<file path="src/rtl/mbmap_pkg.sv">
package mbmap_pkg;
  localparam int LO_W    = 5;
  localparam int HI_W    = 2;
  localparam int ROM_BW  = LO_W + HI_W;
  localparam int RAM_BW  = 2;
  localparam int NREGION = 4;

  typedef enum logic [1:0] {
    RG_RAMGATE = 2'd0,
    RG_BANKLO  = 2'd1,
    RG_SHARED  = 2'd2,
    RG_MODE    = 2'd3
  } region_e;

  localparam logic [7:0] GATE_ON  = 8'h0A;
  localparam logic [7:0] GATE_OFF = 8'h00;
endpackage

</file>
<file path="src/rtl/mbmap_decode.sv">
module mbmap_decode
  import mbmap_pkg::*;
(
  input  logic [15:0]        cpu_addr,
  input  logic               cpu_wr,
  output logic [NREGION-1:0] reg_we
);
  logic ctl_space;
  assign ctl_space = cpu_wr && !cpu_addr[15];

  for (genvar g = 0; g < NREGION; g++) begin : g_strobe
    assign reg_we[g] = ctl_space && (cpu_addr[14:13] == 2'(g));
  end
endmodule

</file>
<file path="src/rtl/mbmap_regs.sv">
module mbmap_regs
  import mbmap_pkg::*;
(
  input  logic               clk,
  input  logic               rst,
  input  logic [NREGION-1:0] reg_we,
  input  logic [7:0]         wdata,
  output logic [LO_W-1:0]    lo_q,
  output logic [HI_W-1:0]    hi_q,
  output logic               mode_q,
  output logic [RAM_BW-1:0]  rambank_q,
  output logic               gate_q
);
  logic [LO_W-1:0] lo_in;
  assign lo_in = (wdata[LO_W-1:0] == '0) ? LO_W'(1) : wdata[LO_W-1:0];

  always_ff @(posedge clk) begin
    if (rst) begin
      lo_q      <= LO_W'(1);
      hi_q      <= '0;
      mode_q    <= 1'b0;
      rambank_q <= '0;
      gate_q    <= 1'b0;
    end else begin
      if (reg_we[RG_RAMGATE]) begin
        if (wdata == GATE_ON)       gate_q <= 1'b1;
        else if (wdata == GATE_OFF) gate_q <= 1'b0;
      end
      if (reg_we[RG_BANKLO]) lo_q <= lo_in;
      if (reg_we[RG_SHARED]) begin
        if (mode_q) rambank_q <= wdata[RAM_BW-1:0];
        else        hi_q      <= wdata[HI_W-1:0];
      end
      if (reg_we[RG_MODE]) begin
        mode_q <= wdata[0];
        if (wdata[0]) hi_q      <= '0;
        else          rambank_q <= '0;
      end
    end
  end

  // the low field can never hold zero
  a_r3_lo_nonzero: assert property (@(posedge clk) disable iff (rst)
    lo_q != '0);
  // enable value opens the RAM gate on the next cycle
  a_r2_gate_on: assert property (@(posedge clk) disable iff (rst)
    (reg_we[RG_RAMGATE] && wdata == GATE_ON) |=> gate_q);
  // entering mode 1 leaves the upper ROM bits cleared
  a_r6_mode_set: assert property (@(posedge clk) disable iff (rst)
    $rose(mode_q) |-> (hi_q == '0));
  // in mode 0 the RAM bank stays 0
  a_r4_mode0_ram: assert property (@(posedge clk) disable iff (rst)
    !mode_q |-> (rambank_q == '0));
  // writes above the lower 32 KB leave all state alone
  a_r9_no_strobe_stable: assert property (@(posedge clk) disable iff (rst)
    (reg_we == '0) |=> ($stable(lo_q) && $stable(hi_q) && $stable(mode_q)
                        && $stable(rambank_q) && $stable(gate_q)));
endmodule

</file>
<file path="src/rtl/mbmap_compose.sv">
module mbmap_compose
  import mbmap_pkg::*;
#(
  parameter int ROM_BANKS = 128
) (
  input  logic [LO_W-1:0]   lo,
  input  logic [HI_W-1:0]   hi,
  output logic [ROM_BW-1:0] bank
);
  localparam logic [ROM_BW-1:0] MASK = ROM_BW'(ROM_BANKS - 1);
  assign bank = {hi, lo} & MASK;
endmodule

</file>
<file path="src/rtl/mbmap_top.sv">
module mbmap_top
  import mbmap_pkg::*;
#(
  parameter int ROM_BANKS = 128
) (
  input  logic        clk,
  input  logic        rst,
  input  logic [15:0] cpu_addr,
  input  logic [7:0]  cpu_data,
  input  logic        cpu_wr,
  input  logic        cpu_req,
  output logic [6:0]  rom_bank,
  output logic [1:0]  ram_bank,
  output logic        ram_en,
  output logic        ram_cs
);
  logic [NREGION-1:0] reg_we;
  logic [LO_W-1:0]    lo_q;
  logic [HI_W-1:0]    hi_q;
  logic               mode_q;

  mbmap_decode u_dec (
    .cpu_addr (cpu_addr),
    .cpu_wr   (cpu_wr),
    .reg_we   (reg_we)
  );

  mbmap_regs u_regs (
    .clk       (clk),
    .rst       (rst),
    .reg_we    (reg_we),
    .wdata     (cpu_data),
    .lo_q      (lo_q),
    .hi_q      (hi_q),
    .mode_q    (mode_q),
    .rambank_q (ram_bank),
    .gate_q    (ram_en)
  );

  mbmap_compose #(.ROM_BANKS(ROM_BANKS)) u_cmp (
    .lo   (lo_q),
    .hi   (hi_q),
    .bank (rom_bank)
  );

  assign ram_cs = cpu_req && ram_en && (cpu_addr[15:13] == 3'b101);

  // effective bank never reaches beyond the ROM
  a_r7_in_range: assert property (@(posedge clk) disable iff (rst)
    int'(rom_bank) < ROM_BANKS);
  // chip select never fires while RAM is gated off
  a_r8_cs_gated: assert property (@(posedge clk) disable iff (rst)
    !ram_en |-> !ram_cs);
endmodule

</file>
<file path="config.mk">
export PLATFORM = sky130hd
export DESIGN_NAME = mbmap_top
export DESIGN_NICKNAME = d
export VERILOG_FILES = /design/src/rtl/mbmap_pkg.sv /design/src/rtl/mbmap_decode.sv /design/src/rtl/mbmap_regs.sv /design/src/rtl/mbmap_compose.sv /design/src/rtl/mbmap_top.sv
export SDC_FILE = /design/constraint.sdc
export NUM_CORES = 1
export LEC_CHECK = 0
export CORE_MARGIN = 2
export CORE_UTILIZATION = 32
export CTS_CLUSTER_SIZE = 8
export DETAILED_ROUTE_END_ITERATION = 8
export MAX_ROUTING_LAYER = met4
export PLACE_DENSITY = 0.83
export SETUP_SLACK_MARGIN = 0.1
export SLEW_MARGIN = 20
export SYNTH_ARGS = -nofsm -noshare
export SYNTH_HDL_FRONTEND = slang
export SYNTH_SLANG_ARGS = --single-unit
</file>
<file path="constraint.sdc">
create_clock -name clk -period 1.1 [get_ports clk]
set_input_delay 0.22 -clock clk [delete_from_list [all_inputs] [get_ports clk]]
set_output_delay 0.22 -clock clk [all_outputs]
set_load 0.02 [all_outputs]
</file>
* Word level (Yosys, flattened, before mapping) *
Cells that the tools add are included.

storage, ports and cells
  register bits = 11
  input bits = 28
  output and inout port bits = 11
  word-level logic and storage cells = 34

operators by class
  equality and inequality tests = 5
  multiplexer cells = 11
  reductions and logical operators = 13

operators by type and width
  operator            count
  $mux 2              8
  $eq 8x4->1 const B  1
  $logic_not 8->1     1
  $logic_and 1x1->1   7
  $logic_not 5->1     1
  $mux 5              1
  $eq 2x2->1 const B  2
  $eq 3x3->1 const B  1
  $eq 2x1->1 const B  1
  $logic_not 2->1     1
  $mux 1              2
  $reduce_and 2->1    1
  $reduce_bool 2->1   1
  $logic_not 1->1     1

* Logic depth before layout (Yosys ltp) *
  word-level depth = 6
  mapped depth = 4
  depth with buffers taken out = 3

* Modules after synthesis *
A second synthesis with hierarchy kept.

unflattened totals
  cell total of the unflattened synthesis = 62
  area, all modules = 555.5 um2

modules (own cells, without submodules)
  module         instances  cells each  area each (um2)  seq. area each (um2)
  mbmap_regs     1          49          442.9            220.2
  mbmap_compose  1          7           52.6             0.0
  mbmap_decode   1          4           50.0             0.0
  mbmap_top      1          2           10.0             0.0

* Worst setup path after synthesis *
OpenSTA, ideal clock, no wires.

  path type = register to output
  from = reg u_regs.gate_q
  to = out ram_cs
  arrival = 1084 ps
  required time = 880 ps
  path slack = -204 ps
  stages on the path, launching flop included = 3
  path buffers = 0
  path through = dfxtp_1 -> nand3_1 -> nor3b_1

on the way
  cells in the longest elaborated chain, start to end = 2

ends and longest elaborated chain
  what                            RTL line          text
  start, declared                 mbmap_regs.sv:12  output logic gate_q
  start signal, assigned          mbmap_regs.sv:23  gate_q <= 1'b0;
  start signal, assigned          mbmap_regs.sv:26  if (wdata == GATE_ON) gate_q <= 1'b1;
  start signal, assigned          mbmap_regs.sv:27  else if (wdata == GATE_OFF) gate_q <= 1'b0;
  $logic_and 1x1->1 (2 in a row)  mbmap_top.sv:46   assign ram_cs = cpu_req && ram_en && (cpu_addr[15:13] == 3'b101);
  end, declared                   mbmap_top.sv:15   output logic ram_cs

No other way between the ends.

* Worst setup path after layout *
Ends and elaborated chain as after synthesis.

==> impl_summary.md <==
Status
The flow ran to the end, but the final reports show violations. The final reports fail on negative setup slack.

Final layout
The area growth from synthesis to layout is 90.80%. 0 antenna diodes ended up in the layout. The final layout contains 130 nets.

The filler cell count is 142. Of the cells placed in the final design, the portion with a size suffix greater than 1 is 56.44%. The number of standard cells in the layout, taps in and fillers out is 117.

Synth
In the post-synthesis netlist, the biggest area contributors are sky130_fd_sc_hd__dfxtp_1 (42%), sky130_fd_sc_hd__mux2i_1 (9.4%), sky130_fd_sc_hd__nor2_1 (5.0%). The prevailing post-synth register cell is sky130_fd_sc_hd__dfxtp_1. The area fraction of the dominant cell type after synthesis is 41.51%. The library cell with the largest summed area after synthesis is sky130_fd_sc_hd__dfxtp_1. By count the netlist is led by sky130_fd_sc_hd__dfxtp_1 (11), sky130_fd_sc_hd__nor2_1 (7), sky130_fd_sc_hd__a21oi_1 (5), sky130_fd_sc_hd__mux2i_1 (5), sky130_fd_sc_hd__o21ai_0 (4). The number of cells produced by synthesis is 58.

The async set-reset flop share out of synthesis is 0%. The post-synthesis instance area is 530.5 sq um. The average instance area after synthesis is 9.147 sq um. The part of the Yosys area used for sequential elements is 41.51%. Synthesis produced a netlist with a net count of 86. Among all cell types in the netlist, the one instantiated most often is sky130_fd_sc_hd__dfxtp_1. The yosys synthesis warning count is 0.

The post-synthesis register bit count is 11. The number of enable flip-flop cells after synthesis is 0. Counting distinct cell types in the post-synthesis netlist gives 25.

Worst setup path
The critical path is of the reg -> out type. The arrival time of data at the critical path endpoint is 1030 ps. The worst setup path is captured at an output pin. The data required time at the worst endpoint is 880 ps.

The type of element launching the critical path is a flop. The largest fanout of any net on the critical path is 2.

Die
After floorplanning, the core was sized to cover 1524 sq um. In this run the core area contains 14 standard-cell rows. The die footprint is 1999 sq um. The initial standard-cell utilization of the core is 34.81%. During I/O placement, the number of pins put on the boundary was 39.

In this run the vertical extent of the chip is 44.72 microns. The die is 44.72 microns wide.

Route
After detailed routing, the number of remaining DRC violations is 0. The routed wirelength normalized by instance count is 15.09 microns. The ratio of routed vias to standard cells is 5.316. The first TritonRoute pass finished after 3 iterations.

The number of nets with antenna violations after detailed routing is 0. For this block, the routed nets add up to 1766 microns of wire. The detailed router placed 622 vias in this run. After the first detailed-routing iteration, the DRC count stood at 2.

Timing
The smallest clock period supported by the final layout is computed as 1253 ps. The final worst setup slack is -152.8 ps. The worst clock skew is 0.4012 ps. The number of slew-limit violations in the final report is 0. The worst pin sits at a relative slew slack of 80.54%. Of the available clock period, the critical path in the final layout requires 113.9%. Timing would allow up to 0.7982 GHz. The transition at the pin with the smallest max-transition slack is 289.2 ps. The final-report hold violation count came to 0.

Setup violations remaining at the end of the flow were counted as 2. Setup repair after global routing could not meet its margin everywhere.

GRT
The overall global routing resource usage is 19.57%. The first global-routing pass estimated 2732 microns of wire. The via count of the first global-routing pass is 616.

After global routing the overflow that remains totals 0. Entering global routing, the biggest net connects 10 pins. The number of antenna violations at the first check in global routing is 0.

Pwr
The power per unit of standard cell area is 868.7 nW/um^2. The static leakage is 0.0004668 uW. The part of the power in the clock network is 32.9%. The completed layout was analyzed and its total power is 879.3 uW. The internal power is 643.4 uW. The analysis attributes to net switching a power of 235.9 uW.

Of the total power, combinational logic draws 20.5%. The net switching fraction of the power is 26.83%. The sequential group share of total power is 46.6%.

IR analysis of the VDD net gives a maximum drop of 0.0006461 V.

Clock tree
Counting along the longest clock path gives a buffer depth of 2. In this run the clock root is driven by a sky130_fd_sc_hd__clkbuf_4. Clock-pin slew was measured on the worst setup and hold paths at 70 ps.

The number of H-tree branching levels is 1. In this run, post-CTS hold repair placed 0 buffers. The number of buffers created by CTS is 3. The TritonCTS clock tree is yes. The total number of clock tree sinks is 11. Clock latency on the worst-skew pair, taken at its later pin, is 280 ps.

Placement
Once placement completed, the tool counted placed cells totaling 110. The setup slack after placement is -729.3 ps. The post-DP HPWL is 1242 microns.

The congestion estimate from routability-driven global placement came to 0.8088. In this run the tool buffered the top-level ports with 25 buffer cells.

Job
The tool flagged a number of max-cap violations equal to 0.

Hold path
In this run the worst hold path is classified as in -> reg.
-- metal layers --
layer  share of wire [%]  GRT usage (%)  vias up  routed length [microns]
met5                   0              -        -                        0
met4                 1.5          9.091        0                       26
met3                 4.4          3.600        3                       78
met2                  53          32.46       17                      931
met1                  41          22.72      298                      729
li1                    -              -      304                        -
-- sequential cells by signal, summed over array words and instances, names as in the netlist --
name              flops
u_regs.hi_q           2
u_regs.gate_q         1
u_regs.lo_q           5
u_regs.mode_q         1
u_regs.rambank_q      2
-- cells in the final DEF, fill, tap and decap left out, drive strengths merged --
master         netlist  final
a21oi                5      5
nand3b               1      1
dfxtp               11     11
nand3                1      1
buf                  1     30
nand2                1      1
or3                  1      1
nor3b                2      2
nor2b                1      1
nand4b               1      1
and3                 1      1
dlymetal6s2s         0      1
and4bb               1      1
clkbuf               1      8
clkdlybuf4s15        0      3
nor3                 2      2
nand4bb              2      2
o2111a               1      1
nor4                 3      3
nor2                 7      7
dlygate4sd2          0      3
o21ai                4      4
inv                  3      3
mux2i                5      5
a32o                 1      1
nand4                1      1
a2111oi              1      1
-- power by group through the flow --
stage	Combinational (uW)	Clock, uW	Sequential, uW
6_report	180	290	410
5_1_grt	193	313	410
4_1_cts	176	292	409
3_5_place_dp	162	0	418
3_3_place_gp	159	0	418
2_1_floorplan	38.7	0	424
-- critical path: stages, from the launching register on --
cell and delay [ps]:
sky130_fd_sc_hd__dfxtp_2 340, sky130_fd_sc_hd__nand3_2 80, sky130_fd_sc_hd__nor3b_4 190, sky130_fd_sc_hd__buf_6 140
-- layout make-up --
cell class,instances,area (sq um),share of cell area (%)
timing repair buffer,41,342.8,33.87
multi-input combinational,42,381.6,37.70
sequential,11,230.2,22.74
tap,16,20.02,1.978
clock buffer,4,26.28,2.596
inverter,3,11.26,1.112
-- worst paths after layout --
kind                                      from        endpoint  slack [ps]  depth (start not counted)
worst max register to register   u_regs.mode_q  u_regs.hi_q[0]         150                          2
worst min register to register  u_regs.hi_q[1]  u_regs.hi_q[1]         490                          2
worst min-delay path               cpu_data[7]   u_regs.gate_q         360                          4
worst max-delay path             u_regs.gate_q          ram_cs        -150                          3
-- metrics by stage --
stage | TNS, ps | utilization [%] | cell area [sq um] | hold WS [ps]
CTS | -259.8 | 65.27 | 994.7 | 435.3
detailed placement | -6244 | 59.93 | 913.4 | 477.1
floorplan | 0 | - | 554.3 | 363.9
finish | -237.0 | 66.42 | 1012 | 357.6
global placement | -6029 | 59.93 | 913.4 | 466.7
global route | -319.6 | 66.42 | 1012 | 374.4
-- what timing repair did --
item                                    in CTS  in global routing
gates resized for setup                     91                 26
pin swaps                                    9                 10
buffers inserted                             2                  2
endpoints found under the setup margin      22                 19
-- cells by family after synthesis --
kind of cell,share of synthesized area (%)
multiplexers,9.434
flip-flops,41.51
AO/OA/AOI/OAI,14.62
buffers and inverters,3.772
AND/OR/NAND/NOR,30.66
Power figures use the tool's default switching activity.
